### src/rtl/adc_sport_pkg.sv
package adc_sport_pkg;
  typedef enum logic {
    ROLE_MASTER = 1'b0,
    ROLE_SLAVE  = 1'b1
  } sport_role_e;

  localparam int LEAD_ZERO_W = 1;
  localparam int EXTRA_CTRL_W = 2;
endpackage

### src/rtl/sport_sync.sv
module sport_sync #(
  parameter int W = 1,
  parameter int STAGES = 2,
  parameter logic [W-1:0] RST_VAL = '0
) (
  input  logic         clk,
  input  logic         rst,
  input  logic [W-1:0] d,
  output logic [W-1:0] q
);
  generate
    if (STAGES == 0) begin : g_bypass
      assign q = d;
    end else begin : g_chain
      logic [STAGES-1:0][W-1:0] chain_q;
      always_ff @(posedge clk) begin
        if (rst) begin
          for (int i = 0; i < STAGES; i++) chain_q[i] <= RST_VAL;
        end else begin
          chain_q[0] <= d;
          for (int i = 1; i < STAGES; i++) chain_q[i] <= chain_q[i-1];
        end
      end
      assign q = chain_q[STAGES-1];
    end
  endgenerate
endmodule

### src/rtl/sport_master_gen.sv
module sport_master_gen #(
  parameter int BITS = 16
) (
  input  logic clk,
  input  logic rst,
  input  logic en,
  input  logic start,
  output logic sclk_q,
  output logic rfs_n_q,
  output logic active_q,
  output logic wr_pulse,
  output logic sh_pulse,
  output logic load_pulse
);
  localparam int HW = $clog2(2 * BITS);
  localparam logic [HW-1:0] LAST = HW'(2 * BITS - 1);

  logic [HW-1:0] h_q;

  assign load_pulse = en & start & ~active_q;
  assign wr_pulse   = active_q & ~h_q[0];
  assign sh_pulse   = active_q & h_q[0] & (h_q != LAST);

  always_ff @(posedge clk) begin
    if (rst || !en) begin
      active_q <= 1'b0;
      h_q      <= '0;
      sclk_q   <= 1'b1;
      rfs_n_q  <= 1'b1;
    end else if (load_pulse) begin
      active_q <= 1'b1;
      h_q      <= '0;
      sclk_q   <= 1'b1;
      rfs_n_q  <= 1'b0;
    end else if (active_q) begin
      if (h_q == LAST) begin
        active_q <= 1'b0;
        h_q      <= '0;
        sclk_q   <= 1'b1;
        rfs_n_q  <= 1'b1;
      end else begin
        h_q    <= h_q + 1'b1;
        sclk_q <= h_q[0];
      end
    end
  end

  // serial clock toggles every clock while the strobe stays low
  p_toggle_r5: assert property (@(posedge clk) disable iff (rst)
    (!rfs_n_q && $past(!rfs_n_q)) |-> (sclk_q != $past(sclk_q)));
  // serial clock idles high
  p_idle_high_r5: assert property (@(posedge clk) disable iff (rst)
    rfs_n_q |-> sclk_q);
  // strobe released after the last half period
  p_frame_end_r5: assert property (@(posedge clk) disable iff (rst)
    (active_q && h_q == LAST) |=> rfs_n_q);
endmodule

### src/rtl/sport_ctrl_rx.sv
module sport_ctrl_rx #(
  parameter int CTRL_W = 5
) (
  input  logic              clk,
  input  logic              rst,
  input  logic              frame_n,
  input  logic              wr_pulse,
  input  logic              bit_in,
  output logic [CTRL_W-1:0] ctrl_q
);
  localparam int CW = $clog2(CTRL_W + 1);
  localparam logic [CW-1:0] FULL = CW'(CTRL_W);
  localparam logic [CW-1:0] LAST = CW'(CTRL_W - 1);

  logic [CW-1:0]     cnt_q;
  logic [CTRL_W-1:0] stage_q;
  logic [CTRL_W-1:0] stage_nx;

  assign stage_nx = {stage_q[CTRL_W-2:0], bit_in};

  always_ff @(posedge clk) begin
    if (rst) begin
      cnt_q   <= '0;
      stage_q <= '0;
      ctrl_q  <= '0;
    end else if (frame_n) begin
      cnt_q <= '0;
    end else if (wr_pulse && cnt_q < FULL) begin
      stage_q <= stage_nx;
      cnt_q   <= cnt_q + 1'b1;
      if (cnt_q == LAST) ctrl_q <= stage_nx;
    end
  end

  // the control register changes only when the fifth bit lands
  p_commit_once_r3: assert property (@(posedge clk) disable iff (rst)
    (ctrl_q != $past(ctrl_q)) |-> ($past(cnt_q) == LAST));
  // once five bits are in, the staging register no longer moves
  p_cap_r4: assert property (@(posedge clk) disable iff (rst)
    (cnt_q == FULL) |=> $stable(stage_q));
endmodule

### src/rtl/sport_readout.sv
module sport_readout #(
  parameter int ADDR_W = 3,
  parameter int DATA_W = 12
) (
  input  logic              clk,
  input  logic              rst,
  input  logic              conv_valid,
  input  logic [DATA_W-1:0] conv_data,
  input  logic              busy,
  input  logic              load,
  input  logic              shift,
  input  logic [ADDR_W-1:0] addr,
  input  logic              twos,
  output logic              dout
);
  import adc_sport_pkg::*;
  localparam int WORD_W = LEAD_ZERO_W + ADDR_W + DATA_W;
  localparam int CW = $clog2(WORD_W + 1);
  localparam logic [CW-1:0] FULL = CW'(WORD_W);

  logic [DATA_W-1:0] result_q, pend_q, coded;
  logic              pend_v_q;
  logic [WORD_W-1:0] sh_q;
  logic [CW-1:0]     cnt_q;

  assign coded = twos ? {~result_q[DATA_W-1], result_q[DATA_W-2:0]} : result_q;
  assign dout  = sh_q[WORD_W-1];

  always_ff @(posedge clk) begin
    if (rst) begin
      result_q <= '0;
      pend_q   <= '0;
      pend_v_q <= 1'b0;
    end else if (busy) begin
      if (conv_valid) begin
        pend_q   <= conv_data;
        pend_v_q <= 1'b1;
      end
    end else begin
      if (conv_valid) result_q <= conv_data;
      else if (pend_v_q) result_q <= pend_q;
      pend_v_q <= 1'b0;
    end
  end

  always_ff @(posedge clk) begin
    if (rst) begin
      sh_q  <= '0;
      cnt_q <= '0;
    end else if (load) begin
      sh_q  <= {{LEAD_ZERO_W{1'b0}}, addr, coded};
      cnt_q <= '0;
    end else if (shift && cnt_q < FULL) begin
      sh_q  <= {sh_q[WORD_W-2:0], 1'b0};
      cnt_q <= cnt_q + 1'b1;
    end else if (!busy) begin
      sh_q  <= '0;
      cnt_q <= '0;
    end
  end

  // output register frozen across a running frame
  p_hold_r9: assert property (@(posedge clk) disable iff (rst)
    (busy && $past(busy)) |-> $stable(result_q));
  // line is zero after the sixteenth bit
  p_tail_zero_r2: assert property (@(posedge clk) disable iff (rst)
    (cnt_q == FULL) |-> !dout);
  // first bit of every frame is the leading zero
  p_lead_zero_r1: assert property (@(posedge clk) disable iff (rst)
    $past(load) |-> !dout);
endmodule

### src/rtl/adc_serial_port.sv
module adc_serial_port #(
  parameter int ADDR_W = 3,
  parameter int DATA_W = 12,
  parameter int SYNC_STAGES = 2,
  localparam int CTRL_W = ADDR_W + adc_sport_pkg::EXTRA_CTRL_W,
  localparam int WORD_W = adc_sport_pkg::LEAD_ZERO_W + ADDR_W + DATA_W
) (
  input  logic              clk,
  input  logic              rst,
  input  logic              slave_mode,
  input  logic              sclk_in,
  input  logic              rfs_in_n,
  input  logic              tfs_n,
  input  logic              din,
  input  logic              rd_start,
  input  logic              conv_valid,
  input  logic [DATA_W-1:0] conv_data,
  output logic              sclk_out,
  output logic              rfs_out_n,
  output logic              dout,
  output logic [CTRL_W-1:0] ctrl_word
);
  import adc_sport_pkg::*;

  sport_role_e role;
  logic is_slave;
  assign role     = sport_role_e'(slave_mode);
  assign is_slave = (role == ROLE_SLAVE);

  logic s_sclk, s_rfs_n, s_tfs_n, s_din;
  sport_sync #(.W(4), .STAGES(SYNC_STAGES), .RST_VAL(4'b1110)) u_sync (
    .clk (clk),
    .rst (rst),
    .d   ({sclk_in, rfs_in_n, tfs_n, din}),
    .q   ({s_sclk, s_rfs_n, s_tfs_n, s_din})
  );

  logic sclk_d_q, rfs_d_q;
  always_ff @(posedge clk) begin
    if (rst) begin
      sclk_d_q <= 1'b1;
      rfs_d_q  <= 1'b1;
    end else begin
      sclk_d_q <= s_sclk;
      rfs_d_q  <= s_rfs_n;
    end
  end

  logic s_fall, s_load;
  assign s_fall = sclk_d_q & ~s_sclk;
  assign s_load = rfs_d_q & ~s_rfs_n;

  logic m_active, m_wr, m_sh, m_load;
  sport_master_gen #(.BITS(WORD_W)) u_mgen (
    .clk        (clk),
    .rst        (rst),
    .en         (~is_slave),
    .start      (rd_start),
    .sclk_q     (sclk_out),
    .rfs_n_q    (rfs_out_n),
    .active_q   (m_active),
    .wr_pulse   (m_wr),
    .sh_pulse   (m_sh),
    .load_pulse (m_load)
  );

  logic wr_pulse, frame_n, wr_bit;
  assign wr_pulse = is_slave ? s_fall : m_wr;
  assign frame_n  = is_slave ? s_tfs_n : tfs_n;
  assign wr_bit   = is_slave ? s_din : din;

  sport_ctrl_rx #(.CTRL_W(CTRL_W)) u_ctrl (
    .clk      (clk),
    .rst      (rst),
    .frame_n  (frame_n),
    .wr_pulse (wr_pulse),
    .bit_in   (wr_bit),
    .ctrl_q   (ctrl_word)
  );

  logic rd_busy, rd_load, rd_shift;
  assign rd_busy  = is_slave ? ~s_rfs_n : m_active;
  assign rd_load  = is_slave ? s_load : m_load;
  assign rd_shift = is_slave ? (s_fall & ~s_rfs_n) : m_sh;

  sport_readout #(.ADDR_W(ADDR_W), .DATA_W(DATA_W)) u_rd (
    .clk        (clk),
    .rst        (rst),
    .conv_valid (conv_valid),
    .conv_data  (conv_data),
    .busy       (rd_busy),
    .load       (rd_load),
    .shift      (rd_shift),
    .addr       (ctrl_word[CTRL_W-1 -: ADDR_W]),
    .twos       (ctrl_word[1]),
    .dout       (dout)
  );

  // slave role keeps the master outputs parked high
  p_slave_quiet_r6: assert property (@(posedge clk) disable iff (rst)
    (slave_mode && $past(slave_mode)) |-> (rfs_out_n && sclk_out));
endmodule

### config.mk
export PLATFORM = sky130hd
export DESIGN_NAME = adc_serial_port
export DESIGN_NICKNAME = d
export VERILOG_FILES = /design/src/rtl/adc_sport_pkg.sv /design/src/rtl/sport_sync.sv /design/src/rtl/sport_master_gen.sv /design/src/rtl/sport_ctrl_rx.sv /design/src/rtl/sport_readout.sv /design/src/rtl/adc_serial_port.sv
export SDC_FILE = /design/constraint.sdc
export NUM_CORES = 1
export LEC_CHECK = 0
export ABC_AREA = 0
export BUFFER_PORTS_ARGS = -buffer_cell sky130_fd_sc_hd__clkbuf_2
export CORE_MARGIN = 2
export CORE_UTILIZATION = 62
export CTS_BUF_LIST = sky130_fd_sc_hd__clkbuf_16
export DETAILED_ROUTE_END_ITERATION = 8
export GPL_ROUTABILITY_DRIVEN = 0
export GPL_TIMING_DRIVEN = 1
export PLACE_DENSITY_LB_ADDON = 0.25
export SYNTH_ARGS = -nofsm -noshare
export SYNTH_HDL_FRONTEND = slang
export SYNTH_SLANG_ARGS = --single-unit
### constraint.sdc
create_clock -name clk -period 4.4 [get_ports clk]
set_clock_uncertainty 0.15 [all_clocks]
set_input_delay 0.88 -clock clk [delete_from_list [all_inputs] [get_ports clk]]
set_output_delay 0.88 -clock clk [all_outputs]
set_load 0.01 [all_outputs]
==> results_dict.tcl <==
set metrics [dict create \
    synthArstFlopShare 0 \
    grt_max_degree 50 \
    fin_area_um2 3532 \
    max_cap_violations 0 \
    grt_antenna_before_repair 0 \
    timing.fmax_mhz 372.0 \
    dpl_cell_area_um2 3249 \
    dieArea_um2 5595 \
    layout-drive-gt1-share 0.1758 \
    setup_ws_ns 1.712 \
    p_per_area_nw_per_um2 425.4 \
    setup.worst_path.end_class "flop" \
    status "completed" \
    rows 25 \
    ys.flop_type "dfxtp_1" \
    track_usage 0.2378 \
    synth_top_cell_by_area "dfxtp_1" \
    ys_seq_elements 76 \
    rsz0062_at_grt "no" \
    hold_viol 0 \
    syn_to_final_growth_pct 13.65 \
    start_util 0.6494 \
    hold_class "flop to flop" \
    clkTransAtPathRegs_ns 0.06 \
    h-tree-depth 3 \
    yosysUniqueCellTypes 43 \
    wl_mm 5.882 \
    io_pins 29 \
    overflow 0 \
    drtPass1Iterations 4 \
    tns_ns 0 \
    synth_commonest_cells "76 x dfxtp_1, 35 x nor2_1, 25 x mux2i_1, 20 x a21oi_1, 19 x nand3_1" \
    antenna_left 0 \
    final_nets 368 \
    synth_edf_count 0 \
    path_max_fanout 22 \
    root_buffer "clkbuf_16" \
    wl_per_cell_um 14.21 \
    syn_inst 320 \
    p_seq_frac 0.480 \
    p_comb_frac 0.061 \
    min_period_over_period 0.6110 \
    clk_path_buf_depth 2 \
    whs_ns 0.2633 \
    p_int_mw 1.176 \
    avgSynthCellArea_um2 9.712 \
    start_kind "flop" \
    syn_area_um2 3108 \
    cts.repair.resized 0 \
    worstPathRequired_ns 4.51 \
    path_class "flop to flop" \
    drc 0 \
    setup_viol 0 \
    hpwl_mm 3.734 \
    peakVddDrop_mv 0.2478 \
    cts_hold_buffers 0 \
    core_um2 4786 \
    n_antenna_cell 0 \
    synthTopCellsByArea "dfxtp_1 49%, mux2i_1 8.1%, nor2_1 4.2%" \
    syn-num-nets 346 \
    clk_latency_ns 0.33 \
    switching_share 0.2175 \
    io_buffers 28 \
    fin_crit_ns 2.688 \
    tightestPinTransition_ns 1.050 \
    dp_slack_ns 1.573 \
    drt_iter0_markers 211 \
    yosysSeqAreaShare 0.4895 \
    switching_power_mw 0.3268 \
    drv_slew 0 \
    relSlewSlack 0.3003 \
    yosysWarnings 0 \
    viasPerCell 5.734 \
    fp.dieW_um 74.80 \
    yosysTopAreaCellShare 0.4895 \
    grt_pass1_wl_mm 10.09 \
    cts_made_buffers 9 \
    grt_pass1_vias 2215 \
    leakagePower_nw 1.514 \
    die_h_um 74.80 \
    arrival_ns 2.80 \
    clock_power_share 0.459 \
    cts_tree "built" \
    vias 2374 \
    yosysMostFrequentCell "dfxtp_1" \
    cts_sinks 76 \
    cts_setup_buffers 0 \
]
## cell families after synthesis
| group | count (synthesis) | share of synthesized area |
|---|---|---|
| simple gates | 122 | 0.2105 |
| flops | 76 | 0.4895 |
| compound gates | 64 | 0.1449 |
| mux | 27 | 0.08776 |
| buf+inv | 23 | 0.03865 |
| fa+ha+maj | 5 | 0.02013 |
| xor+xnor | 3 | 0.008456 |
## state kept, by name, indices dropped and copies added, names as in the netlist, 3 cells and up
register / cells
u_sync.g_chain.chain_q: 4
u_rd.pend_q: 12
u_mgen.h_q: 5
u_ctrl.ctrl_q: 5
u_rd.cnt_q: 5
u_rd.result_q: 12
u_rd.sh_q: 16
u_ctrl.cnt_q: 3
u_sync.q: 4
u_ctrl.stage_q: 4
## power groups by stage
stage	Combinational, mW	Clock, mW	Sequential (mW)
4_1_cts	0.0917	0.700	0.721
6_report	0.0913	0.690	0.721
3_5_place_dp	0.0895	0	0.735
5_1_grt	0.103	0.725	0.723
2_1_floorplan	0.0696	0	0.731
3_3_place_gp	0.0871	0	0.735
## area by class of cell
class / count / area [µm²]
flip-flops and latches: 76 / 1521
repair buffers: 32 / 170.2
well taps: 67 / 83.83
inverters: 2 / 7.507
fillers: 346 / 1254
clock inverters: 7 / 57.56
clock buffers: 9 / 225.2
multi-input cells: 221 / 1466
## path summary, 6_finish.rpt
| path | start | endpoint | slack (ns) | cells after the start |
|---|---|---|---|---|
| worst max register to register | u_mgen.h_q[0] | u_rd.sh_q[1] | 1.71 | 8 |
| worst max-delay path | u_mgen.h_q[0] | u_rd.sh_q[1] | 1.71 | 8 |
| worst min-delay path | u_sync.g_chain.chain_q[3] | u_sync.q[3] | 0.26 | 1 |
| worst min register to register | u_sync.g_chain.chain_q[3] | u_sync.q[3] | 0.26 | 1 |
## cell usage in the layout, fill, tap and decap left out, types with 3 or more instances in the layout
cell type / netlist / final
dfxtp_1: 76 / 76
nor2_1: 35 / 35
clkbuf_2: 0 / 28
mux2i_1: 25 / 25
a21oi_1: 20 / 20
nand3_1: 19 / 19
nand2_1: 17 / 17
and3_1: 16 / 16
a221o_1: 13 / 13
a211oi_1: 12 / 12
or2_2: 9 / 9
clkbuf_16: 0 / 9
o21ai_0: 6 / 6
nor2b_1: 5 / 5
ha_1: 5 / 5
nand2b_1: 4 / 4
clkinv_1: 0 / 4
buf_4: 1 / 4
nand3b_1: 3 / 3
## per-layer routing
layer  routed length (µm)  vias to the layer above  GRT usage
li1                     -                     1200          -
met1                 2831                     1126     0.3183
met2                 2797                       39     0.3776
met3                  156                        9    0.04418
met4                   96                        0     0.1052
met5                    0                        -          0
## worst max-delay path: stages (launching register included)
cell,delay (ns)
dfxtp_1,0.42
ha_1,0.21
and3_1,0.18
ha_1,0.24
nand4bb_1,0.18
a21oi_1,0.08
buf_4,0.20
nor3_2,0.69
a221o_1,0.28
## per-stage QoR
stage,power (mW),instances,util
2_1_floorplan,0.8007,320,-
3_3_place_gp,0.8220,398,0.6790
3_5_place_dp,0.8248,398,0.6790
4_1_cts,1.512,414,0.7380
5_1_grt,1.551,414,0.7380
6_report,1.502,414,0.7380
No activity file was read; power rests on OpenSTA's default activity.
